==> src/rtl/agcdet_pkg.sv <==
package agcdet_pkg;

  // Strobes from the sequencer to the datapath
  typedef struct packed {
    logic decim;   // integrators are sampled by the combs on this edge
    logic lookup;  // table is read on this edge
  } agcStrobes_t;

endpackage

==> src/rtl/agcdet_ctrl.sv <==
module agcdet_ctrl
  import agcdet_pkg::*;
#(
  parameter int DECIM = 8
) (
  input  logic        clk,
  input  logic        rstN,
  output agcStrobes_t strobes,
  output logic        validOut
);
  localparam int PH_W = (DECIM > 1) ? $clog2(DECIM) : 1;
  localparam logic [PH_W-1:0] PH_LAST = PH_W'(DECIM - 1);

  logic [PH_W-1:0] phase;
  logic            lookupQ;
  logic            validQ;
  logic            decimNow;

  assign decimNow = (phase == PH_LAST);

  always_ff @(posedge clk) begin
    if (!rstN) begin
      phase   <= '0;
      lookupQ <= 1'b0;
      validQ  <= 1'b0;
    end else begin
      phase   <= decimNow ? '0 : phase + 1'b1;
      lookupQ <= decimNow;
      validQ  <= lookupQ;
    end
  end

  assign strobes.decim  = decimNow;
  assign strobes.lookup = lookupQ;
  assign validOut       = validQ;
endmodule

==> src/rtl/agcdet_fix2flt.sv <==
module agcdet_fix2flt #(
  parameter int LVL_W  = 9,
  parameter int MANT_W = 2,
  parameter int EXP_W  = 3
) (
  input  logic [LVL_W-1:0]        level,
  output logic [EXP_W+MANT_W-1:0] code
);
  localparam int POS_W = $clog2(LVL_W);

  logic [POS_W-1:0]  lead;
  logic              found;
  logic [EXP_W-1:0]  expo;
  logic [MANT_W-1:0] mant;
  logic [LVL_W-1:0]  shifted;

  // Leading-one search, scanning from the LSB so the highest set bit wins
  always_comb begin
    lead  = '0;
    found = 1'b0;
    for (int i = 0; i < LVL_W; i++) begin
      if (level[i]) begin
        lead  = POS_W'(i);
        found = 1'b1;
      end
    end
  end

  always_comb begin
    shifted = '0;
    if (!found || (int'(lead) < MANT_W)) begin
      expo = '0;
      mant = level[MANT_W-1:0];
    end else begin
      expo    = EXP_W'(int'(lead) - MANT_W + 1);
      shifted = level >> (int'(lead) - MANT_W);
      mant    = shifted[MANT_W-1:0];
    end
  end

  assign code = {expo, mant};
endmodule

==> src/rtl/agcdet_datapath.sv <==
module agcdet_datapath
  import agcdet_pkg::*;
#(
  parameter int IN_W   = 14,
  parameter int DET_W  = 10,
  parameter int DECIM  = 8,
  parameter int STAGES = 2,
  parameter int MANT_W = 2,
  parameter int DB_W   = 8
) (
  input  logic                clk,
  input  logic                rstN,
  input  agcStrobes_t         strobes,
  input  logic [IN_W-1:0]     sampleIn,
  input  logic                tblWrEn,
  input  logic [$clog2(DET_W-1+MANT_W+2)+MANT_W-1:0] tblWrAddr,
  input  logic [DB_W-1:0]     tblWrData,
  output logic [DET_W-2:0]    levelFix,
  output logic [DB_W-1:0]     levelDb
);
  localparam int ABS_W     = DET_W - 1;
  localparam int LVL_W     = ABS_W;
  localparam int GROWTH    = STAGES * $clog2(DECIM);
  localparam int ACC_W     = ABS_W + GROWTH;
  localparam int EXP_W     = $clog2(LVL_W - MANT_W + 1);
  localparam int ADDR_W    = EXP_W + MANT_W;
  localparam int TBL_DEPTH = 1 << ADDR_W;

  // Rectifier with saturation of the most negative code
  logic signed [DET_W-1:0] detIn;
  logic [DET_W-1:0]        negMag;
  logic [ABS_W-1:0]        absNext;
  logic [ABS_W-1:0]        absReg;

  assign detIn  = sampleIn[IN_W-1 -: DET_W];
  assign negMag = DET_W'(-detIn);

  always_comb begin
    if (detIn == {1'b1, {(DET_W-1){1'b0}}})
      absNext = {ABS_W{1'b1}};
    else if (detIn[DET_W-1])
      absNext = negMag[ABS_W-1:0];
    else
      absNext = detIn[ABS_W-1:0];
  end

  always_ff @(posedge clk) begin
    if (!rstN) absReg <= '0;
    else       absReg <= absNext;
  end

  // Integrator chain, wrapping modulo 2^ACC_W
  logic [ACC_W-1:0] intReg [STAGES];
  logic [ACC_W-1:0] intFeed [STAGES];

  for (genvar s = 0; s < STAGES; s++) begin : g_integ
    if (s == 0) begin : g_first
      assign intFeed[s] = ACC_W'(absReg);
    end else begin : g_next
      assign intFeed[s] = intReg[s-1];
    end
    always_ff @(posedge clk) begin
      if (!rstN) intReg[s] <= '0;
      else       intReg[s] <= intReg[s] + intFeed[s];
    end
  end

  // Comb chain, evaluated on the decimation strobe
  logic [ACC_W-1:0] combIn  [STAGES];
  logic [ACC_W-1:0] combOut [STAGES];
  logic [ACC_W-1:0] combDly [STAGES];

  for (genvar s = 0; s < STAGES; s++) begin : g_comb
    if (s == 0) begin : g_first
      assign combIn[s] = intReg[STAGES-1];
    end else begin : g_next
      assign combIn[s] = combOut[s-1];
    end
    assign combOut[s] = combIn[s] - combDly[s];
    always_ff @(posedge clk) begin
      if (!rstN)              combDly[s] <= '0;
      else if (strobes.decim) combDly[s] <= combIn[s];
    end
  end

  logic [LVL_W-1:0] levelQ;
  always_ff @(posedge clk) begin
    if (!rstN)              levelQ <= '0;
    else if (strobes.decim) levelQ <= combOut[STAGES-1][ACC_W-1 -: LVL_W];
  end

  // Float code for the table
  logic [ADDR_W-1:0] rdAddr;
  agcdet_fix2flt #(
    .LVL_W (LVL_W),
    .MANT_W(MANT_W),
    .EXP_W (EXP_W)
  ) i_fix2flt (
    .level(levelQ),
    .code (rdAddr)
  );

  // Programmable log table, registered read
  logic [DB_W-1:0] tbl [TBL_DEPTH];
  logic [DB_W-1:0] dbQ;

  always_ff @(posedge clk) begin
    if (!rstN) begin
      for (int i = 0; i < TBL_DEPTH; i++) tbl[i] <= '0;
    end else if (tblWrEn) begin
      tbl[tblWrAddr] <= tblWrData;
    end
  end

  always_ff @(posedge clk) begin
    if (!rstN)               dbQ <= '0;
    else if (strobes.lookup) dbQ <= tbl[rdAddr];
  end

  assign levelFix = levelQ;
  assign levelDb  = dbQ;
endmodule

==> src/rtl/agc_level_log.sv <==
module agc_level_log
  import agcdet_pkg::*;
#(
  parameter int IN_W   = 14,
  parameter int DET_W  = 10,
  parameter int DECIM  = 8,
  parameter int STAGES = 2,
  parameter int MANT_W = 2,
  parameter int DB_W   = 8,
  localparam int LVL_W  = DET_W - 1,
  localparam int ADDR_W = $clog2(LVL_W - MANT_W + 1) + MANT_W
) (
  input  logic              clk,
  input  logic              rstN,
  input  logic [IN_W-1:0]   sampleIn,
  input  logic              tblWrEn,
  input  logic [ADDR_W-1:0] tblWrAddr,
  input  logic [DB_W-1:0]   tblWrData,
  output logic [LVL_W-1:0]  levelFix,
  output logic [DB_W-1:0]   levelDb,
  output logic              levelValid
);
  agcStrobes_t strobes;

  agcdet_ctrl #(
    .DECIM(DECIM)
  ) i_ctrl (
    .clk     (clk),
    .rstN    (rstN),
    .strobes (strobes),
    .validOut(levelValid)
  );

  agcdet_datapath #(
    .IN_W  (IN_W),
    .DET_W (DET_W),
    .DECIM (DECIM),
    .STAGES(STAGES),
    .MANT_W(MANT_W),
    .DB_W  (DB_W)
  ) i_dp (
    .clk      (clk),
    .rstN     (rstN),
    .strobes  (strobes),
    .sampleIn (sampleIn),
    .tblWrEn  (tblWrEn),
    .tblWrAddr(tblWrAddr),
    .tblWrData(tblWrData),
    .levelFix (levelFix),
    .levelDb  (levelDb)
  );
endmodule

==> config.mk <==
export PLATFORM = sky130hd
export DESIGN_NAME = agc_level_log
export DESIGN_NICKNAME = d
export VERILOG_FILES = /design/src/rtl/agcdet_pkg.sv /design/src/rtl/agcdet_ctrl.sv /design/src/rtl/agcdet_fix2flt.sv /design/src/rtl/agcdet_datapath.sv /design/src/rtl/agc_level_log.sv
export SDC_FILE = /design/constraint.sdc
export NUM_CORES = 1
export LEC_CHECK = 0
export ABC_AREA = 0
export BUFFER_PORTS_ARGS = -buffer_cell sky130_fd_sc_hd__buf_2
export CAP_MARGIN = 25
export CORE_ASPECT_RATIO = 0.75
export CORE_MARGIN = 1
export CORE_UTILIZATION = 32
export CTS_CLUSTER_DIAMETER = 30
export CTS_CLUSTER_SIZE = 12
export DETAILED_ROUTE_END_ITERATION = 12
export MAX_ROUTING_LAYER = met4
export SLEW_MARGIN = 0
export SYNTH_ARGS = -nofsm -noshare
export SYNTH_HDL_FRONTEND = slang
export SYNTH_SLANG_ARGS = --single-unit
==> constraint.sdc <==
create_clock -name clk -period 5.6 [get_ports clk]
set_clock_uncertainty 0.2 [all_clocks]
set_input_delay 0.56 -clock clk [delete_from_list [all_inputs] [get_ports clk]]
set_output_delay 0.56 -clock clk [all_outputs]
set_load 0.05 [all_outputs]
==> flow_summary.yaml <==
run_status:
  outcome: "finished clean"
synthesis:
  ys.flop_type: "sky130_fd_sc_hd__edfxtp_1"
  synth_cell_area_mm2: 0.01749
  synth_cells: 1489
  post_synth_main_area_contributors: "sky130_fd_sc_hd__edfxtp_1 49%, sky130_fd_sc_hd__and2_1 10%, sky130_fd_sc_hd__dfxtp_1 7.0%, sky130_fd_sc_hd__mux2i_1 5.6%, sky130_fd_sc_hd__ha_1 4.0%"
  syn-mean-instance-area_um2: 11.74
  netlist-cell-type-count: 67
  yosysSeqAreaShare: 0.5609
  synth_top_cell_by_area: "sky130_fd_sc_hd__edfxtp_1"
  fraction_of_registers_with_async_set_or_reset_after_synthesis: 0
  synth_edf_count: 286
  yosysWarnings: 0
  netlist.area_leader.share: 0.4911
  ys_seq_elements: 347
  syn-num-nets: 1578
timing:
  finalSetupViolations: 0
  tns_ns: 0
  timing_worst_slew_pin_value_ns: 0.9158
  final.period_utilization: 0.8351
  hold_viol_final: 0
  report.final.slew_viol_count: 0
  setup_repair_after_global_routing_missed_its_margin: "false"
  maxClockFrequency_ghz: 0.2138
  post-route-min-period_ns: 4.677
  max-slew-margin-rel: 0.3876
  fin_ws_ns: 0.9235
final_layout:
  final_nets: 1672
  layout-area-overhead-vs-synth_pct: 21.71
  final_cell_count_no_fill: 2362
  num-fill-cells: 5025
  drive_gt1_frac: 0.1461
worst_setup_path:
  worstPathMaxFanout: 24
  worst-endpoint-required_ns: 5.84
  worst-r2r-cell-count: 12
  critical_path_at_ns: 4.92
  reg2reg_from: "i_dp.levelFix[3]$_SDFFE_PN0P_"
  crit_path_max_incr_delay_ns: 0.82
  kind_of_critical_path: "flip-flop to flip-flop"
  cp_common_cell: "sky130_fd_sc_hd__ha_1"
  r2r_setup_slack_ns: 0.92
  crit_path_start_kind: "flip-flop"
  path_cells: "nor2_1, o31a_1, or2_1, ha_1, ha_1, a21boi_1, nor4b_1, a221o_2, buf_4, a211oi_1, o32ai_1, nor3_1"
  critical_path.reg2reg.endpoint: "i_dp.levelDb[5]$_SDFFE_PN0P_"
  cp_slowest_cell: "sky130_fd_sc_hd__a221o_2"
  critPathCaptureType: "flip-flop"
global_route:
  globalRouteTotalUtil: 0.1568
  maximum_number_of_pins_on_one_net_before_global_route_repair: 59
  grt_antenna_before_repair: 0
  grt_first_pass_wirelength_um: 64780
  gr_ovfl_total: 0
  grt_pass1_vias: 11480
routing:
  met3RoutedLength_um: 2324
  wl_per_cell_um: 17.56
  wl_met2_um: 18650
  wire_length_the_detailed_router_placed_on_met1_um: 19660
  drt_first_iter_violations: 799
  routed-via-count: 11480
  via_per_inst: 4.862
  postRouteAntennaNets: 0
  detail_route.drc_violations: 0
  detail_route.wirelength_um: 41480
  dr.pass1.iters: 5
  uppermost_signal_routing_layer_after_detailed_routing: "met4"
floorplanning:
  dieHeight_um: 204.5
  placement_rows: 73
  top_level_ports: 48
  floorplan.die_area_mm2: 0.05560
  die_w_um: 271.9
  starting_density_of_the_core: 0.3267
  fp.coreArea_mm2: 0.05352
clocking:
  htreeDepth: 3
  post-cts-setup-buffer-count: 0
  clk_pin_slew_worst_paths_ns: 0.04
  clock_path_buffers: 3
  clock_insertion_delay_worst_skew_ns: 0.60
  tritoncts: "built"
  cts_resized: 0
  cts_root_buffer: "sky130_fd_sc_hd__clkbuf_16"
  sink_count: 347
  cts-buffers-inserted: 83
  cts-hold-fix-buffers: 1
power_and_ir_drop:
  power.total_mw: 8.755
  ir_worst_vdd_v: 0.0002261
  power-per-cell-area_mw_per_mm2: 411.3
  leak_pwr_nw: 8.694
placed_design:
  place.port_buffers: 43
  post-place-ws_ns: 1.032
  place.detailed.instances: 2207
  place_congestion: 0.8298
  dpl.hpwl_um: 26740
worst_hold_path:
  hold_path.class: "input pin to flip-flop"
  min_delay_worst_endpoint: "i_dp.absReg[0]$_SDFF_PN0_"
  worst_hold_startpoint: "sampleIn[4]"
  hold_path_depth: 3
job:
  max_cap_violations: 0
## worst max-delay path: cells and delay by family, from the launching register on
| kind | cells | cell delay (ns) |
|---|---|---|
| buffers and inverters | 1 | 0.45 |
| AOI/OAI and AO/OA | 5 | 2.09 |
| adders and majority gates | 2 | 0.48 |
| and+or+nand+nor | 4 | 0.85 |
| DFF | 1 | 0.44 |
## registers in the layout, indices dropped and copies added (netlist names)
signal           flops
i_dp.absReg          9
i_dp.tbl           256
i_dp.intReg         30
i_dp.combDly        30
i_ctrl.lookupQ       1
i_ctrl.phase         3
i_dp.levelDb         8
i_dp.levelFix        9
i_ctrl.validOut      1
## kinds of logic after synthesis
logic type | synth area share
mux | 0.08192
compound gates | 0.07341
buf+inv | 0.03227
flops | 0.5609
fa+ha+maj | 0.04350
simple gates | 0.1844
xor+xnor | 0.02354
## how the worst max path moves through the flow
stage | start | endpoint | slack (ns) | cells after the start
2_1_floorplan | i_dp.intReg[1][0]$_SDFF_PN0_ | i_dp.levelFix[8]$_SDFFE_PN0P_ | 1.71 | 17
3_3_place_gp | i_dp.levelFix[3]$_SDFFE_PN0P_ | i_dp.levelDb[5]$_SDFFE_PN0P_ | 1.11 | 12
3_5_place_dp | i_dp.levelFix[3]$_SDFFE_PN0P_ | i_dp.levelDb[5]$_SDFFE_PN0P_ | 1.03 | 12
4_1_cts | i_dp.levelFix[3]$_SDFFE_PN0P_ | i_dp.levelDb[5]$_SDFFE_PN0P_ | 1.01 | 12
5_1_grt | i_dp.levelFix[6]$_SDFFE_PN0P_ | i_dp.levelDb[5]$_SDFFE_PN0P_ | 0.71 | 12
6_report | i_dp.levelFix[3]$_SDFFE_PN0P_ | i_dp.levelDb[5]$_SDFFE_PN0P_ | 0.92 | 12
## cell usage in the layout, fill, tap and decap left out, types with 6 or more instances in the layout
cell / netlist / final
sky130_fd_sc_hd__clkinv_1: 0 / 11
sky130_fd_sc_hd__and3_1: 29 / 29
sky130_fd_sc_hd__mux2_2: 9 / 9
sky130_fd_sc_hd__mux4_2: 16 / 16
sky130_fd_sc_hd__a21oi_1: 27 / 27
sky130_fd_sc_hd__o22ai_1: 11 / 11
sky130_fd_sc_hd__ha_1: 56 / 56
sky130_fd_sc_hd__a21boi_0: 11 / 11
sky130_fd_sc_hd__bufinv_16: 0 / 7
sky130_fd_sc_hd__xnor2_1: 30 / 30
sky130_fd_sc_hd__nor2b_1: 15 / 15
sky130_fd_sc_hd__a31oi_1: 13 / 13
sky130_fd_sc_hd__clkinvlp_4: 0 / 6
sky130_fd_sc_hd__buf_4: 4 / 29
sky130_fd_sc_hd__nand3_1: 28 / 28
sky130_fd_sc_hd__clkbuf_16: 0 / 87
sky130_fd_sc_hd__nor2_1: 76 / 76
sky130_fd_sc_hd__nor3_1: 15 / 15
sky130_fd_sc_hd__clkbuf_1: 53 / 17
sky130_fd_sc_hd__a211oi_1: 10 / 10
sky130_fd_sc_hd__o21ai_0: 69 / 69
sky130_fd_sc_hd__or3_1: 9 / 9
sky130_fd_sc_hd__o32ai_1: 8 / 8
sky130_fd_sc_hd__edfxtp_1: 286 / 286
sky130_fd_sc_hd__inv_1: 53 / 53
sky130_fd_sc_hd__o22a_1: 7 / 7
sky130_fd_sc_hd__a21o_1: 9 / 9
sky130_fd_sc_hd__dfxtp_1: 61 / 61
sky130_fd_sc_hd__mux2i_1: 97 / 97
sky130_fd_sc_hd__buf_2: 10 / 55
sky130_fd_sc_hd__nor3b_1: 6 / 6
sky130_fd_sc_hd__nand2_1: 92 / 92
sky130_fd_sc_hd__xor2_1: 17 / 17
sky130_fd_sc_hd__clkinv_2: 0 / 12
sky130_fd_sc_hd__and2_1: 293 / 292
## synth_stat cells (all sizes together), types with 4 or more instances
library cell	count
inv	53
a31oi	13
and2	294
a21oi	27
nor3	15
nor2b	15
mux4	16
buf	23
edfxtp	286
o22a	7
and3	29
o22ai	11
o21bai	4
mux2	9
a21boi	12
or3	10
dfxtp	61
nand3b	4
nand2	93
xor2	17
mux2i	97
nand3	28
a211oi	10
nor3b	6
a21o	9
ha	56
o32ai	8
clkbuf	53
xnor2	30
o21ai	72
nor2	76
## layer usage
| metal | vias to the layer above | GRT usage |
|---|---|---|
| met5 | - | - |
| met4 | 0 | 0.05157 |
| met3 | 79 | 0.03607 |
| met2 | 254 | 0.2356 |
| met1 | 5598 | 0.2084 |
| li1 | 5552 | - |
## area by class of cell
| cell class | count | area [um^2] | area share |
|---|---|---|---|
| tap | 712 | 890.9 | 0.04186 |
| sequential | 347 | 9809 | 0.4609 |
| clock inverter | 46 | 503.0 | 0.02363 |
| multi-input combinational | 1013 | 7122 | 0.3346 |
| clock buffer | 105 | 2255 | 0.1059 |
| timing repair buffer | 85 | 503.0 | 0.02363 |
| inverter | 53 | 198.9 | 0.009347 |
| antenna | 1 | 2.502 | 0.0001176 |
## stage by stage
| step | utilization | area (um^2) | hold slack (ns) |
|---|---|---|---|
| global placement | 0.3444 | 18430 | 0.2123 |
| CTS | 0.3974 | 21270 | 0.03599 |
| floorplan | - | 17490 | 0.1992 |
| detailed placement | 0.3457 | 18500 | 0.2213 |
| finish | 0.3977 | 21280 | 0.07428 |
| global route | 0.3976 | 21280 | 0.06303 |
## where the power goes
part	switching (mW)	internal, mW	leakage (nW)	total, mW
Sequential	0.0727	2.95	3.24	3.03
Clock	1.50	3.17	1.33	4.67
Combinational	0.594	0.467	4.12	1.06
No activity file was read; power rests on OpenSTA's default activity.
